$ cat src/rtl/i2cm_pkg.sv
package i2cm_pkg;

  localparam int unsigned DATA_W = 8;
  localparam int unsigned ADDR_W = 2;

  localparam logic [ADDR_W-1:0] A_CTL    = 2'd0;
  localparam logic [ADDR_W-1:0] A_SHARED = 2'd1;
  localparam logic [ADDR_W-1:0] A_STAT   = 2'd2;

  localparam int unsigned CTL_LSB  = 4;
  localparam int unsigned CTL_BITS = DATA_W - CTL_LSB;

  typedef enum logic [1:0] {
    MODE_SLV_RX = 2'b00,
    MODE_SLV_TX = 2'b01,
    MODE_MST_RX = 2'b10,
    MODE_MST_TX = 2'b11
  } bus_mode_e;

  typedef struct packed {
    logic en;
    logic ien;
    logic mst;
    logic trs;
  } ctl_bits_t;

  localparam int unsigned PIN_SCL = 0;
  localparam int unsigned PIN_SDA = 1;
  localparam int unsigned NUM_PINS = 2;

endpackage

$ cat src/rtl/i2cm_ctl_bits.sv
module i2cm_ctl_bits
  import i2cm_pkg::*;
(
  input  logic      clk,
  input  logic      rst_n,
  input  logic      wr_ctl,
  input  ctl_bits_t wr_bits,
  input  logic      arb_lost,
  input  logic      byte_done,
  input  logic      rw_bit,
  input  logic      fmt_bit,
  output ctl_bits_t ctl_q
);

  ctl_bits_t ctl_d;
  logic      hw_arb;
  logic      hw_cap;
  logic      load;
  bus_mode_e cur_mode;

  assign cur_mode = bus_mode_e'({ctl_q.mst, ctl_q.trs});

  always_comb begin
    hw_arb = arb_lost && ctl_q.mst;
    hw_cap = byte_done && (cur_mode == MODE_SLV_RX) && !fmt_bit;
    load   = wr_ctl || hw_arb || hw_cap;
    ctl_d  = ctl_q;
    if (wr_ctl) begin
      ctl_d = wr_bits;
    end
    if (hw_arb) begin
      {ctl_d.mst, ctl_d.trs} = MODE_SLV_RX;
    end else if (hw_cap) begin
      ctl_d.mst = 1'b0;
      ctl_d.trs = rw_bit;
    end
  end

  always_ff @(posedge clk or negedge rst_n) begin
    if (!rst_n) begin
      ctl_q <= '0;
    end else if (load) begin
      ctl_q <= ctl_d;
    end
  end

endmodule

$ cat src/rtl/i2cm_shared_regs.sv
module i2cm_shared_regs #(
  parameter int unsigned DW       = 8,
  parameter logic [7:0]  SAR_RST  = 8'h00,
  parameter logic [7:0]  MODE_RST = 8'h00
) (
  input  logic          clk,
  input  logic          rst_n,
  input  logic          wr_shared,
  input  logic          sel_mode,
  input  logic [DW-1:0] wdata,
  output logic [DW-1:0] sar_q,
  output logic [DW-1:0] mode_q
);

  localparam int unsigned NREG = 2;
  localparam int unsigned IDX_SAR = 0;
  localparam int unsigned IDX_MODE = 1;

  logic [DW-1:0] reg_q [NREG];
  logic [DW-1:0] reg_d [NREG];
  logic [NREG-1:0] reg_ld;

  for (genvar i = 0; i < NREG; i++) begin : g_reg
    localparam logic [DW-1:0] RST_V = (i == IDX_MODE) ? MODE_RST[DW-1:0] : SAR_RST[DW-1:0];

    always_comb begin
      reg_ld[i] = wr_shared && (sel_mode == (i == IDX_MODE));
      reg_d[i]  = reg_ld[i] ? wdata : reg_q[i];
    end

    always_ff @(posedge clk or negedge rst_n) begin
      if (!rst_n) begin
        reg_q[i] <= RST_V;
      end else if (reg_ld[i]) begin
        reg_q[i] <= reg_d[i];
      end
    end
  end

  assign sar_q  = reg_q[IDX_SAR];
  assign mode_q = reg_q[IDX_MODE];

endmodule

$ cat src/rtl/i2cm_evt_flag.sv
module i2cm_evt_flag (
  input  logic clk,
  input  logic rst_n,
  input  logic set_evt,
  input  logic clr_wr,
  input  logic clr_bit,
  output logic pend_q
);

  logic pend_d;
  logic load;

  always_comb begin
    load   = set_evt || (clr_wr && !clr_bit);
    pend_d = set_evt;
  end

  always_ff @(posedge clk or negedge rst_n) begin
    if (!rst_n) begin
      pend_q <= 1'b0;
    end else if (load) begin
      pend_q <= pend_d;
    end
  end

endmodule

$ cat src/rtl/i2cm_pin_gate.sv
module i2cm_pin_gate #(
  parameter int unsigned    NP        = 2,
  parameter logic [NP-1:0]  WAIT_MASK = 2'b10
) (
  input  logic          en,
  input  logic          wait_pri,
  input  logic [NP-1:0] drive_req,
  output logic [NP-1:0] oe
);

  for (genvar p = 0; p < NP; p++) begin : g_pin
    if (WAIT_MASK[p]) begin : g_shared
      assign oe[p] = en && drive_req[p] && !wait_pri;
    end else begin : g_plain
      assign oe[p] = en && drive_req[p];
    end
  end

endmodule

$ cat src/rtl/i2cm_ctl_top.sv
module i2cm_ctl_top
  import i2cm_pkg::*;
#(
  parameter logic [7:0] SAR_RST  = 8'h00,
  parameter logic [7:0] MODE_RST = 8'h00
) (
  input  logic              clk,
  input  logic              rst_n,
  input  logic [ADDR_W-1:0] bus_addr,
  input  logic              bus_wr,
  input  logic [DATA_W-1:0] bus_wdata,
  output logic [DATA_W-1:0] bus_rdata,
  input  logic              arb_lost,
  input  logic              addr_byte_done,
  input  logic              addr_rw,
  input  logic              evt_set,
  input  logic              scl_drive_req,
  input  logic              sda_drive_req,
  input  logic              wait_pri,
  output logic              scl_oe,
  output logic              sda_oe,
  output logic              irq,
  output logic              is_master,
  output logic              is_tx,
  output logic [6:0]        own_addr,
  output logic              addr_fmt,
  output logic [DATA_W-1:0] mode_q
);

  localparam logic [NUM_PINS-1:0] WAIT_MASK = NUM_PINS'(1) << PIN_SDA;
  localparam logic [CTL_LSB-1:0]  CTL_PAD   = '1;
  localparam logic [DATA_W-2:0]   STAT_PAD  = '1;

  logic [1:0]        rst_sync;
  logic              rst_sync_n;
  ctl_bits_t         ctl_q;
  logic [DATA_W-1:0] sar_q;
  logic              pend_q;
  logic              wr_ctl;
  logic              wr_shared;
  logic              wr_stat;
  logic [NUM_PINS-1:0] drv_req;
  logic [NUM_PINS-1:0] pin_oe;

  always_ff @(posedge clk or negedge rst_n) begin
    if (!rst_n) begin
      rst_sync <= 2'b00;
    end else begin
      rst_sync <= {rst_sync[0], 1'b1};
    end
  end
  assign rst_sync_n = rst_sync[1];

  always_comb begin
    wr_ctl    = bus_wr && (bus_addr == A_CTL);
    wr_shared = bus_wr && (bus_addr == A_SHARED);
    wr_stat   = bus_wr && (bus_addr == A_STAT);
  end

  i2cm_ctl_bits u_ctl (
    .clk       (clk),
    .rst_n     (rst_sync_n),
    .wr_ctl    (wr_ctl),
    .wr_bits   (ctl_bits_t'(bus_wdata[DATA_W-1:CTL_LSB])),
    .arb_lost  (arb_lost),
    .byte_done (addr_byte_done),
    .rw_bit    (addr_rw),
    .fmt_bit   (sar_q[0]),
    .ctl_q     (ctl_q)
  );

  i2cm_shared_regs #(
    .DW       (DATA_W),
    .SAR_RST  (SAR_RST),
    .MODE_RST (MODE_RST)
  ) u_shared (
    .clk       (clk),
    .rst_n     (rst_sync_n),
    .wr_shared (wr_shared),
    .sel_mode  (ctl_q.en),
    .wdata     (bus_wdata),
    .sar_q     (sar_q),
    .mode_q    (mode_q)
  );

  i2cm_evt_flag u_evt (
    .clk     (clk),
    .rst_n   (rst_sync_n),
    .set_evt (evt_set),
    .clr_wr  (wr_stat),
    .clr_bit (bus_wdata[0]),
    .pend_q  (pend_q)
  );

  always_comb begin
    drv_req          = '0;
    drv_req[PIN_SCL] = scl_drive_req;
    drv_req[PIN_SDA] = sda_drive_req;
  end

  i2cm_pin_gate #(
    .NP        (NUM_PINS),
    .WAIT_MASK (WAIT_MASK)
  ) u_pins (
    .en        (ctl_q.en),
    .wait_pri  (wait_pri),
    .drive_req (drv_req),
    .oe        (pin_oe)
  );

  assign scl_oe    = pin_oe[PIN_SCL];
  assign sda_oe    = pin_oe[PIN_SDA];
  assign irq       = ctl_q.ien && pend_q;
  assign is_master = ctl_q.mst;
  assign is_tx     = ctl_q.trs;
  assign own_addr  = sar_q[DATA_W-1:1];
  assign addr_fmt  = sar_q[0];

  always_comb begin
    case (bus_addr)
      A_CTL:    bus_rdata = {ctl_q, CTL_PAD};
      A_SHARED: bus_rdata = ctl_q.en ? mode_q : sar_q;
      A_STAT:   bus_rdata = {STAT_PAD, pend_q};
      default:  bus_rdata = '1;
    endcase
  end

endmodule

$ cat config.mk
export PLATFORM = sky130hd
export DESIGN_NAME = i2cm_ctl_top
export DESIGN_NICKNAME = d
export VERILOG_FILES = /design/src/rtl/i2cm_pkg.sv /design/src/rtl/i2cm_ctl_bits.sv /design/src/rtl/i2cm_shared_regs.sv /design/src/rtl/i2cm_evt_flag.sv /design/src/rtl/i2cm_pin_gate.sv /design/src/rtl/i2cm_ctl_top.sv
export SDC_FILE = /design/constraint.sdc
export NUM_CORES = 1
export LEC_CHECK = 0
export BUFFER_PORTS_ARGS = -buffer_cell sky130_fd_sc_hd__buf_4
export CAP_MARGIN = 10
export CORE_MARGIN = 2
export CORE_UTILIZATION = 50
export DETAILED_ROUTE_END_ITERATION = 12
export PLACE_DENSITY_LB_ADDON = 0.05
export SLEW_MARGIN = 20
export SYNTH_ARGS = -nofsm -noshare
export SYNTH_HDL_FRONTEND = slang
export SYNTH_SLANG_ARGS = --single-unit
$ cat constraint.sdc
create_clock -name clk -period 3.05 [get_ports clk]
set_input_delay 0.915 -clock clk [delete_from_list [all_inputs] [get_ports clk]]
set_output_delay 0.915 -clock clk [all_outputs]
set_load 0.01 [all_outputs]
==> run_results.csv <==
group,metric,value,unit
synth,synth_fp_nets,108,
worst_setup_path,required,2.13,ns
power_and_ir_drop,cellPowerDensity,689.4,nW/µm²
synth,post-synth-top-area-cell,"dfrtp_1",
synth,yosysTopAreaCellShare,50.83,%
synth,ys_seq_area_share,50.83,%
clock_network,clkSinkCount,23,
power_and_ir_drop,p_switching,0.3427,mW
timing,min_period,2.744,ns
power_and_ir_drop,combPwrFrac,40.3,%
worst_setup_path,r2r_cells,2,
global_route,antenna_found_initial,0,
die,core_area,2170,µm²
clock_network,cts_setup_buffers,0,
power_and_ir_drop,p_int,0.7114,mW
global_route,track_usage,19.00,%
timing,max_freq,0.3645,GHz
die,initial_core_util,52.19,%
worst_setup_path,crit_type,"flip-flop to output pin",
cells_and_area,area.growth.synth_to_final,35.03,%
synth,synthMuxAreaShare,28.51,%
worst_setup_path,r2r_start,"u_ctl.ctl_q[3]",
global_route,grt_pass1_vias,795,
global_route,met3_usage,4.023,%
global_route,grt_first_pass_wirelength,3712,µm
clock_network,ctsHoldBuffers,0,
worst_setup_path,max_stage_delay,0.74,ns
global_route,grt_max_degree,22,
die,ioPinCount,49,
worst_setup_path,critical_path_buf_inv_count,1,
worst_setup_path,crit_path_top_delay_cell,"dfrtp_1",
placed_design,gp_congestion,0.7083,
timing,rsz0062_at_grt,"false",
timing,period_share,89.96,%
job,maxCapViolCount,0,
worst_setup_path,crit_family,"flip-flops",
clock_network,cts_resized,0,
drt,ant_nets,0,
timing,slew_headroom,44.34,%
synth,synthAdderAreaFrac,0,%
clock_network,clock_latency,0.30,ns
timing,fin_ws,0.3063,ns
die,die-area,2662,µm²
die,die_h,51.59,µm
synth,synth_edf_count,0,
synth,async_flop_share,100.0,%
drt,drc_errors,0,
clock_network,cts_tree,"built",
worst_setup_path,worstPathCellList,"mux2i_1 > a21oi_1 > or2_2 > buf_4",
worst_setup_path,start_kind,"flip-flop",
timing,finalHoldViolCount,0,
drt,drt_iter0_drc,2,
timing,worst_pin_slew,0.8349,ns
global_route,grt_overflow,0,
synth,yosysWarningCount,0,
worst_setup_path,path_max_fanout,14,
clock_network,cts_buffers,3,
synth,avgSynthCellArea,12.87,µm²
clock_network,clkTransAtPathRegs,0.13,ns
drt,dr.pass1.iters,4,
synth,synth_ff_type,"dfrtp_1",
timing,fin_worst_skew,0.0008694,ns
worst_setup_path,r2r_setup_slack,1.31,ns
clock_network,clockBufferDepth,2,
placed_design,io_buffers,48,
synth,syn_area,1132,µm²
power_and_ir_drop,leakage,0.7469,nW
synth,synth_compound_area_share,4.420,%
placed_design,pre_cts_ws,0.5073,ns
synth,ys_ff_latch,23,
worst_setup_path,cp.arrival,1.83,ns
timing,slew_viol_final,0,
hold_path,hp-class,"flip-flop to asynchronous set/reset pin",
clock_network,cts-root-buf,"clkbuf_4",
placed_design,dpl.hpwl,1797,µm
power_and_ir_drop,power_frac_seq,46.3,%
drt,wl,2417,µm
run_status,status,"complete, no violations",
synth,synth_cells,88,
global_route,gr-max-usage-layer,"met2",
power_and_ir_drop,peakVddDrop,423.6,µV
clock_network,htree_levels,1,
power_and_ir_drop,pwr-share-clk,13.4,%
worst_setup_path,reg2reg_to,"u_shared.sar_q[2]",
cells_and_area,final_nets,157,
die,die_w,51.59,µm
cells_and_area,diodes,0,
synth,synth_top_family_by_area,"multiplexers",
synth,synth.top_cells.by_area,"dfrtp_1, mux2_4, mux2_2",
synth,synth-simple-area-share,13.70,%
worst_setup_path,end_kind,"output pin",
global_route,use_met1,24.72,%
synth,synth_cell_types,23,
die,fp-row-count,17,
power_and_ir_drop,swShare,32.51,%
global_route,grt_util_met2,31.41,%
cells_and_area,drive_gt1_share,55.15,%
synth,synth-xor-area-share,0,%
drt,via_count,859,
drt,wl_per_cell,14.74,µm
drt,via_per_inst,5.238,
timing,setup_violations,0,
timing,fin_setup_tns,0,ns
worst max-delay path by stage:
stage / startpoint / to / slack (ns) / cells past startpoint
finish: u_ctl.ctl_q[3] / bus_rdata[4] / 0.31 / 4
global route: u_ctl.ctl_q[3] / bus_rdata[4] / 0.19 / 4
CTS: u_ctl.ctl_q[3] / bus_rdata[4] / 0.29 / 4
detailed placement: bus_addr[0] / bus_rdata[6] / 0.51 / 5
global placement: bus_addr[0] / bus_rdata[5] / 0.52 / 5
floorplan: bus_addr[0] / bus_rdata[4] / 0.60 / 3
cell families after synthesis:
logic type      after synthesis
mux                          27
simple gates                 24
flops                        23
compound gates                9
buf+inv                       4
other cells                   1
registers in the layout (all words and copies together) (netlist names):
signal           flops
u_evt.pend_q         1
u_ctl.ctl_q          4
u_shared.mode_q      8
u_shared.sar_q       8
rst_sync             2
Yosys cell counts, types with 2 or more instances:
cell and count:
a21oi_1 6, and2_1 2, and3b_1 2, buf_2 2
dfrtp_1 23, mux2_2 10, mux2_4 8, mux2i_1 9
nand2_1 6, nor2_1 5, or2_2 3
power groups by stage:
stage / clock, mW / sequential (mW) / combinational, mW
2_1_floorplan: 0 / 0.503 / 0.198
6_report: 0.141 / 0.488 / 0.425
5_1_grt: 0.155 / 0.500 / 0.458
4_1_cts: 0.143 / 0.488 / 0.431
3_5_place_dp: 0 / 0.494 / 0.428
3_3_place_gp: 0 / 0.489 / 0.419
final cells by class:
type / count / area, µm²
Timing Repair Buffer: 48 / 360.3
Multi-Input combinational cell: 61 / 531.8
Tap cell: 28 / 35.03
Clock buffer: 4 / 26.28
Sequential cell: 23 / 575.6
Fill cell: 177 / 640.6
per-stage QoR:
step / area [µm²] / hold slack, ns / power [mW] / utilization (%) / cells
floorplan: 1132 / 0.2669 / 0.7011 / - / 88
finish: 1529 / 0.3539 / 1.054 / 70.47 / 164
global placement: 1503 / 0.3446 / 0.9081 / 69.26 / 160
detailed placement: 1503 / 0.3484 / 0.9228 / 69.26 / 160
global route: 1529 / 0.3479 / 1.113 / 70.47 / 164
CTS: 1529 / 0.3567 / 1.062 / 70.47 / 164
layer usage:
metal / routed length, µm / up-vias
met4: 33 / 0
met2: 1213 / 31
met5: 0 / -
li1: - / 406
met3: 144 / 6
met1: 1026 / 416
cell usage in the layout, fill, tap and decap left out, types with 2 or more instances in the layout:
master,instances
a21oi_1,6
and2_1,2
and3b_1,2
buf_4,48
clkbuf_4,3
dfrtp_1,23
mux2_2,10
mux2_4,8
mux2i_1,9
nand2_1,6
nor2_1,5
or2_2,3
Power figures use the tool's default switching activity.
